`src/rtl/pdc_pkg.sv`:
```
package pdc_pkg;
  typedef enum logic [1:0] {
    AG_L2   = 2'd0,
    AG_L3   = 2'd1,
    AG_ARP  = 2'd2,
    AG_ICMP = 2'd3
  } agent_e;

  typedef enum logic [2:0] {
    ST_IDLE   = 3'd0,
    ST_PARSE  = 3'd1,
    ST_AGENT  = 3'd2,
    ST_STATS  = 3'd3,
    ST_POLICE = 3'd4
  } state_e;

  localparam int          N_AGENT    = 4;
  localparam int          N_BANK     = 2;
  localparam logic [15:0] ETYPE_IPV4 = 16'h0800;
  localparam logic [15:0] ETYPE_ARP  = 16'h0806;
  localparam logic [7:0]  PROTO_ICMP = 8'd1;
endpackage

```
`src/rtl/pdc_classify.sv`:
```
module pdc_classify
  import pdc_pkg::*;
#(
  parameter int N_OWN_IP = 4
) (
  input  logic [15:0]            eth_type,
  input  logic [7:0]             ip_proto,
  input  logic [31:0]            ip_dst,
  input  logic [N_OWN_IP*32-1:0] own_ip,
  output agent_e                 pick
);
  logic [N_OWN_IP-1:0] hit_vec;
  logic                is_ipv4;
  logic                is_arp;
  logic                own_icmp;

  for (genvar g = 0; g < N_OWN_IP; g++) begin : g_addr_cmp
    assign hit_vec[g] = (ip_dst == own_ip[g*32 +: 32]);
  end

  assign is_ipv4  = (eth_type == ETYPE_IPV4);
  assign is_arp   = (eth_type == ETYPE_ARP);
  assign own_icmp = is_ipv4 && (ip_proto == PROTO_ICMP) && (|hit_vec);

  always_comb begin
    if (own_icmp)      pick = AG_ICMP;
    else if (is_ipv4)  pick = AG_L3;
    else if (is_arp)   pick = AG_ARP;
    else               pick = AG_L2;
  end

  // ICMP is only chosen for IPv4 traffic
  always_comb begin
    if (pick == AG_ICMP) begin
      p_icmp_ipv4_r5: assert (eth_type == ETYPE_IPV4);
    end
  end
endmodule

```
`src/rtl/pdc_bank_store.sv`:
```
module pdc_bank_store
  import pdc_pkg::*;
#(
  parameter int LEN_W = 11,
  parameter int SRC_W = 2
) (
  input  logic             clk,
  input  logic             rst_n,
  input  logic             cap_en,
  input  logic             hand_en,
  input  logic [LEN_W-1:0] in_len,
  input  logic [SRC_W-1:0] in_src,
  output logic             out_bank,
  output logic [LEN_W-1:0] out_len,
  output logic [SRC_W-1:0] out_src
);
  logic             wr_bank;
  logic [LEN_W-1:0] len_q [N_BANK];
  logic [SRC_W-1:0] src_q [N_BANK];

  for (genvar b = 0; b < N_BANK; b++) begin : g_bank
    always_ff @(posedge clk or negedge rst_n) begin
      if (!rst_n) begin
        len_q[b] <= '0;
        src_q[b] <= '0;
      end else if (cap_en && (wr_bank == b[0])) begin
        len_q[b] <= in_len;
        src_q[b] <= in_src;
      end
    end
  end

  always_ff @(posedge clk or negedge rst_n) begin
    if (!rst_n) begin
      wr_bank  <= 1'b0;
      out_bank <= 1'b0;
      out_len  <= '0;
      out_src  <= '0;
    end else if (hand_en) begin
      wr_bank  <= ~wr_bank;
      out_bank <= wr_bank;
      out_len  <= len_q[wr_bank];
      out_src  <= src_q[wr_bank];
    end
  end

  p_bank_hold_r9: assert property (@(posedge clk) disable iff (!rst_n)
    !hand_en |=> $stable(wr_bank));
  p_bank_flip_r9: assert property (@(posedge clk) disable iff (!rst_n)
    hand_en |=> (wr_bank != out_bank) || !hand_en);
endmodule

```
`src/rtl/pdc_fsm.sv`:
```
module pdc_fsm
  import pdc_pkg::*;
(
  input  logic               clk,
  input  logic               rst_n,
  input  logic               soft_rst,
  input  logic               proc_gnt,
  input  logic               parse_done,
  input  agent_e             agent_pick,
  input  logic [N_AGENT-1:0] agent_done,
  input  logic [N_AGENT-1:0] agent_fail,
  input  logic               stats_done,
  input  logic               police_done,
  input  logic               police_drop,
  output logic               fetch_req,
  output logic               parse_req,
  output logic [N_AGENT-1:0] agent_req,
  output logic               stats_req,
  output logic               police_req,
  output logic               cap_en,
  output logic               hand_en,
  output logic               out_valid,
  output logic               out_drop,
  output agent_e             out_path
);
  state_e state_q, state_d;
  agent_e sel_q, sel_d;
  logic   fire_parse, fire_agent, fire_stats, fire_police;
  logic   abort;
  logic   cur_done, cur_fail;

  assign abort    = soft_rst || !proc_gnt;
  assign cur_done = agent_done[sel_q];
  assign cur_fail = agent_fail[sel_q] && (sel_q != AG_L2);

  always_comb begin
    state_d     = state_q;
    sel_d       = sel_q;
    fire_parse  = 1'b0;
    fire_agent  = 1'b0;
    fire_stats  = 1'b0;
    fire_police = 1'b0;
    cap_en      = 1'b0;
    hand_en     = 1'b0;
    case (state_q)
      ST_IDLE: begin
        if (proc_gnt && !soft_rst) begin
          state_d    = ST_PARSE;
          fire_parse = 1'b1;
          cap_en     = 1'b1;
        end
      end
      ST_PARSE: begin
        if (abort) begin
          state_d = ST_IDLE;
        end else if (parse_done) begin
          state_d    = ST_AGENT;
          sel_d      = agent_pick;
          fire_agent = 1'b1;
        end
      end
      ST_AGENT: begin
        if (abort) begin
          state_d = ST_IDLE;
        end else if (cur_done) begin
          if (cur_fail) begin
            sel_d      = AG_L2;
            fire_agent = 1'b1;
          end else begin
            state_d    = ST_STATS;
            fire_stats = 1'b1;
          end
        end
      end
      ST_STATS: begin
        if (abort) begin
          state_d = ST_IDLE;
        end else if (stats_done) begin
          state_d     = ST_POLICE;
          fire_police = 1'b1;
        end
      end
      ST_POLICE: begin
        if (abort) begin
          state_d = ST_IDLE;
        end else if (police_done) begin
          state_d = ST_IDLE;
          hand_en = 1'b1;
        end
      end
      default: state_d = ST_IDLE;
    endcase
  end

  always_ff @(posedge clk or negedge rst_n) begin
    if (!rst_n) begin
      state_q    <= ST_IDLE;
      sel_q      <= AG_L2;
      parse_req  <= 1'b0;
      agent_req  <= '0;
      stats_req  <= 1'b0;
      police_req <= 1'b0;
      out_valid  <= 1'b0;
    end else begin
      state_q    <= state_d;
      sel_q      <= sel_d;
      parse_req  <= fire_parse;
      agent_req  <= fire_agent ? (N_AGENT'(1) << sel_d) : '0;
      stats_req  <= fire_stats;
      police_req <= fire_police;
      out_valid  <= hand_en;
    end
  end

  always_ff @(posedge clk or negedge rst_n) begin
    if (!rst_n) begin
      out_drop <= 1'b0;
      out_path <= AG_L2;
    end else if (hand_en) begin
      out_drop <= police_drop;
      out_path <= sel_q;
    end
  end

  assign fetch_req = (state_q == ST_IDLE);

  p_abort_idle_r10: assert property (@(posedge clk) disable iff (!rst_n)
    (state_q != ST_IDLE && abort) |=> (fetch_req && !out_valid));
  p_agent_onehot_r11: assert property (@(posedge clk) disable iff (!rst_n)
    $onehot0(agent_req));
  p_fallback_l2_r7: assert property (@(posedge clk) disable iff (!rst_n)
    (state_q == ST_AGENT && !abort && cur_done && cur_fail) |=> (agent_req == 4'b0001));
  p_parse_pulse_r2: assert property (@(posedge clk) disable iff (!rst_n)
    parse_req |=> !parse_req);
  p_stats_pulse_r8: assert property (@(posedge clk) disable iff (!rst_n)
    stats_req |=> !stats_req);
  p_handoff_r8: assert property (@(posedge clk) disable iff (!rst_n)
    (state_q == ST_POLICE && !abort && police_done) |=> (out_valid && out_drop == $past(police_drop)));
endmodule

```
`src/rtl/pkt_dispatch_ctrl.sv`:
```
module pkt_dispatch_ctrl
  import pdc_pkg::*;
#(
  parameter int LEN_W    = 11,
  parameter int SRC_W    = 2,
  parameter int N_OWN_IP = 4
) (
  input  logic                   clk,
  input  logic                   rst_n,
  input  logic                   soft_rst,
  input  logic                   proc_gnt,
  output logic                   fetch_req,
  input  logic [LEN_W-1:0]       pkt_len,
  input  logic [SRC_W-1:0]       pkt_src,
  output logic                   parse_req,
  input  logic                   parse_done,
  input  logic [15:0]            eth_type,
  input  logic [7:0]             ip_proto,
  input  logic [31:0]            ip_dst,
  input  logic [N_OWN_IP*32-1:0] own_ip,
  output logic [3:0]             agent_req,
  input  logic [3:0]             agent_done,
  input  logic [3:0]             agent_fail,
  output logic                   stats_req,
  input  logic                   stats_done,
  output logic                   police_req,
  input  logic                   police_done,
  input  logic                   police_drop,
  output logic                   out_valid,
  output logic                   out_drop,
  output logic [1:0]             out_path,
  output logic                   out_bank,
  output logic [LEN_W-1:0]       out_len,
  output logic [SRC_W-1:0]       out_src
);
  logic [1:0] rst_sync;
  logic       rst_int_n;
  agent_e     pick;
  agent_e     path_e;
  logic       cap_en, hand_en;

  always_ff @(posedge clk or negedge rst_n) begin
    if (!rst_n) rst_sync <= 2'b00;
    else        rst_sync <= {rst_sync[0], 1'b1};
  end
  assign rst_int_n = rst_sync[1];

  pdc_classify #(.N_OWN_IP(N_OWN_IP)) u_classify (
    .eth_type (eth_type),
    .ip_proto (ip_proto),
    .ip_dst   (ip_dst),
    .own_ip   (own_ip),
    .pick     (pick)
  );

  pdc_fsm u_fsm (
    .clk         (clk),
    .rst_n       (rst_int_n),
    .soft_rst    (soft_rst),
    .proc_gnt    (proc_gnt),
    .parse_done  (parse_done),
    .agent_pick  (pick),
    .agent_done  (agent_done),
    .agent_fail  (agent_fail),
    .stats_done  (stats_done),
    .police_done (police_done),
    .police_drop (police_drop),
    .fetch_req   (fetch_req),
    .parse_req   (parse_req),
    .agent_req   (agent_req),
    .stats_req   (stats_req),
    .police_req  (police_req),
    .cap_en      (cap_en),
    .hand_en     (hand_en),
    .out_valid   (out_valid),
    .out_drop    (out_drop),
    .out_path    (path_e)
  );
  assign out_path = path_e;

  pdc_bank_store #(.LEN_W(LEN_W), .SRC_W(SRC_W)) u_banks (
    .clk      (clk),
    .rst_n    (rst_int_n),
    .cap_en   (cap_en),
    .hand_en  (hand_en),
    .in_len   (pkt_len),
    .in_src   (pkt_src),
    .out_bank (out_bank),
    .out_len  (out_len),
    .out_src  (out_src)
  );
endmodule

```
`config.mk`:
```
export PLATFORM = sky130hd
export DESIGN_NAME = pkt_dispatch_ctrl
export DESIGN_NICKNAME = d
export VERILOG_FILES = /design/src/rtl/pdc_pkg.sv /design/src/rtl/pdc_classify.sv /design/src/rtl/pdc_bank_store.sv /design/src/rtl/pdc_fsm.sv /design/src/rtl/pkt_dispatch_ctrl.sv
export SDC_FILE = /design/constraint.sdc
export NUM_CORES = 1
export LEC_CHECK = 0
export ABC_AREA = 1
export BUFFER_PORTS_ARGS = -buffer_cell sky130_fd_sc_hd__clkbuf_2
export CAP_MARGIN = 30
export CORE_AREA = 2 2 135 137
export CTS_CLUSTER_SIZE = 24
export DETAILED_ROUTE_END_ITERATION = 7
export DIE_AREA = 0 0 137 139
export PLACE_DENSITY_LB_ADDON = 0.25
export SLEW_MARGIN = 10
export SYNTH_ARGS = -nofsm -noshare
export SYNTH_HDL_FRONTEND = slang
export SYNTH_HIERARCHICAL = 1
export SYNTH_SLANG_ARGS = --single-unit
```
`constraint.sdc`:
```
create_clock -name clk -period 1.8 [get_ports clk]
set_clock_uncertainty 0.15 [all_clocks]
set_input_delay 0.18 -clock clk [delete_from_list [all_inputs] [get_ports clk]]
set_output_delay 0.18 -clock clk [all_outputs]
set_load 0.01 [all_outputs]
```
==> flow_summary.yaml <==
global_route:
  grt_max_degree: 33
  antenna_found_initial: 0
  grtUsageTotal_pct: 16.7
  grt_pass1_wl_mm: 25.6
  grt_pass1_vias: 5669
  overflow: 0
critical_path:
  critPathMaxFanout: 14
  path_cells: "nor2_1 > nand2_2 > nor3_4 > clkinvlp_4 > buf_12 > nand2_1 > nand3_1"
  reg2reg_slack_ns: 0.15
  crit_path_end_kind: "flip-flop"
  worstSetupPathType: "flip-flop to flip-flop"
  start_kind: "flip-flop"
  slowest_stage: "dfrtp_1"
  worst_ep_arrival_time_ns: 1.71
  required_ns: 1.86
  slowest_delay_ns: 0.43
clocking:
  clock_path_buffers: 2
  h-tree-depth: 3
  root_buffer: "clkbuf_16"
  cts_sinks: 59
  clk_pin_slew_worst_paths_ns: 0.05
  clk_latency_ns: 0.33
  cts_buffers: 9
  cts_tree: "done"
sta:
  max_freq_ghz: 0.606
  slew_violations: 0
  finalSetupTns_ns: 0
  fin_crit_ns: 1.65
  setup_viol: 0
  hold_viol_final: 0
  timing.final.crit_share_pct: 91.7
  rsz0062_at_grt: "no"
  worst_hold_slack_ns: 0.0237
yosys:
  syn_area_sq_um: 5010
  synthFlopType: "dfrtp_1"
  yosys_warnings: 6
  synth_cells: 868
  synth_edf_count: 0
  synth-async-reset-ratio_pct: 100
  synth_seq_cells: 59
  synth_nets: 1081
  synth_area_per_cell_sq_um: 5.77
  ys_types: 28
  yosysSeqAreaShare_pct: 29.5
floorplanning:
  dieWidth_microns: 137
  num_rows: 49
  die_y_microns: 139
  core_area_sq_um: 17700
  boundaryPins: 239
  fp.dieArea_sq_um: 19000
  start_util_pct: 28.4
route:
  firstDrtPassIters: 4
  drt-initial-drc-count: 283
  via_count: 5695
  postRouteAntennaNets: 0
  vias_per_cell: 4.17
  wirelength_mm: 15.6
  drc: 0
  routedWlPerCell_microns: 11.4
final_layout:
  fin_cells: 1365
  layout_commonest_cell: "nand2_1"
  layout-drive-gt1-share_pct: 26.8
  area_growth_pct: 40.0
  final_nets: 1344
  antennaDiodeCount: 0
  fin_area_sq_um: 7010
  final_cell_mix: "393 x nand2_1, 237 x clkbuf_2, 125 x inv_1"
placement:
  hpwlAfterDp_mm: 13.1
  gpl.final_weighted_congestion: 0.859
  post_dp_cell_area_sq_um: 6460
  place_inst: 1332
  port_buffers: 237
run_status:
  status: "complete, no violations"
job:
  cap_viol_max_count: 0
pwr:
  powerDensity_nw_per_um2: 766
  finalPower_w: 0.00537
  ir_worst_vdd_mv: 0.692
  leakage_nw: 4.45
worst_hold_path:
  hold_class: "input pin to async pin"
==> critical path, delay by kind of cell (launching register included) <==
family                 cells  cell delay (ns)
and+or+nand+nor            5             0.61
DFF                        1             0.43
buffers and inverters      2             0.34
==> power breakdown <==
part           leakage [nW]  total [W]  internal [W]  switching [W]
Clock                 0.168    0.00196       0.00136       0.000597
Sequential            0.783    0.00184       0.00164       0.000201
Combinational          3.50    0.00158      0.000657       0.000922
Total                  4.45    0.00537       0.00365        0.00172
==> path summary, 6_finish.rpt <==
| check | startpoint | endpoint | cells past startpoint |
|---|---|---|---|
| setup / recovery | u_fsm/state_q[0] | u_banks/out_src[1] | 7 |
| hold / removal | rst_n | rst_sync[0] | 2 |
| setup reg to reg | u_fsm/state_q[0] | u_banks/out_src[1] | 7 |
| hold reg to reg | rst_sync[1] | u_banks/out_len[0] | 0 |
| max in group asynchronous | rst_sync[1] | u_banks/len_q[20] | 1 |
| min in group clk | police_done | u_fsm/state_q[2] | 4 |
==> registers in the layout, summed over array words and instances, names as in the netlist <==
| signal | cells |
|---|---|
| u_banks/out_src | 2 |
| u_banks/out_len | 11 |
| u_banks/out_bank | 1 |
| u_fsm/police_req | 1 |
| u_fsm/agent_req | 4 |
| u_fsm/state_q | 3 |
| u_banks/wr_bank | 1 |
| rst_sync | 2 |
| u_fsm/sel_q | 2 |
| u_fsm/out_path | 2 |
| u_fsm/out_drop | 1 |
| u_banks/src_q | 4 |
| u_banks/len_q | 22 |
| u_fsm/out_valid | 1 |
| u_fsm/stats_req | 1 |
| u_fsm/parse_req | 1 |
==> cells by family (layout without fill, tap and decap cells) <==
family / Yosys count / count (layout) / share of synthesized area (%)
simple gates: 599 / 599 / 48.6
buf+inv: 157 / 425 / 13.3
flops: 59 / 59 / 29.5
xor+xnor: 42 / 42 / 7.34
compound gates: 10 / 10 / 1.15
other cells: 1 / 1 / 0.0749
==> layer usage <==
| layer | routed length [microns] | GRT usage [%] |
|---|---|---|
| met3 | 1270 | 5.88 |
| met2 | 7330 | 28.6 |
| met1 | 6650 | 19.8 |
| met5 | 0 | 0 |
| met4 | 330 | 4.07 |
==> timing repair <==
item                                    4_1_cts  5_1_grt
gates resized for setup                       0        5
endpoints found under the setup margin        0       21
hold endpoints to repair                     31        0
hold buffers                                 16        0
buffers inserted                              0        1
==> metrics by stage <==
step | setup slack [ns] | utilization (%)
3_3_place_gp | -0.157 | 36.6
3_5_place_dp | -0.152 | 36.6
5_1_grt | 0.00879 | 39.7
6_report | 0.149 | 39.7
4_1_cts | 0.0892 | 39.5
2_1_floorplan | 0.246 | -
==> area by class of cell <==
class / instances / area (sq um)
Fill cell: 1943 / 10600
Multi-Input combinational cell: 652 / 2880
Timing Repair Buffer: 268 / 1480
Tap cell: 229 / 287
Clock buffer: 13 / 280
Sequential cell: 59 / 1480
Inverter: 141 / 533
Clock inverter: 3 / 67.6
==> synth_stat cells, types with 2 or more instances <==
cell type | n | share of area (%)
nor2_2 | 2 | 0.25
nor4_1 | 5 | 0.62
nor3_1 | 2 | 0.20
nand2_1 | 393 | 29
a21oi_1 | 4 | 0.40
buf_6 | 7 | 1.6
buf_4 | 6 | 0.90
nor2_1 | 107 | 8.0
nand4_1 | 3 | 0.37
buf_2 | 2 | 0.20
nand2_2 | 7 | 0.87
dfrtp_1 | 59 | 29
xor2_1 | 42 | 7.3
nand2_4 | 2 | 0.45
inv_2 | 15 | 1.1
o21ai_0 | 3 | 0.30
nand3_2 | 2 | 0.40
inv_1 | 126 | 9.4
nand3_1 | 72 | 7.2
No activity file was read; power rests on OpenSTA's default activity.
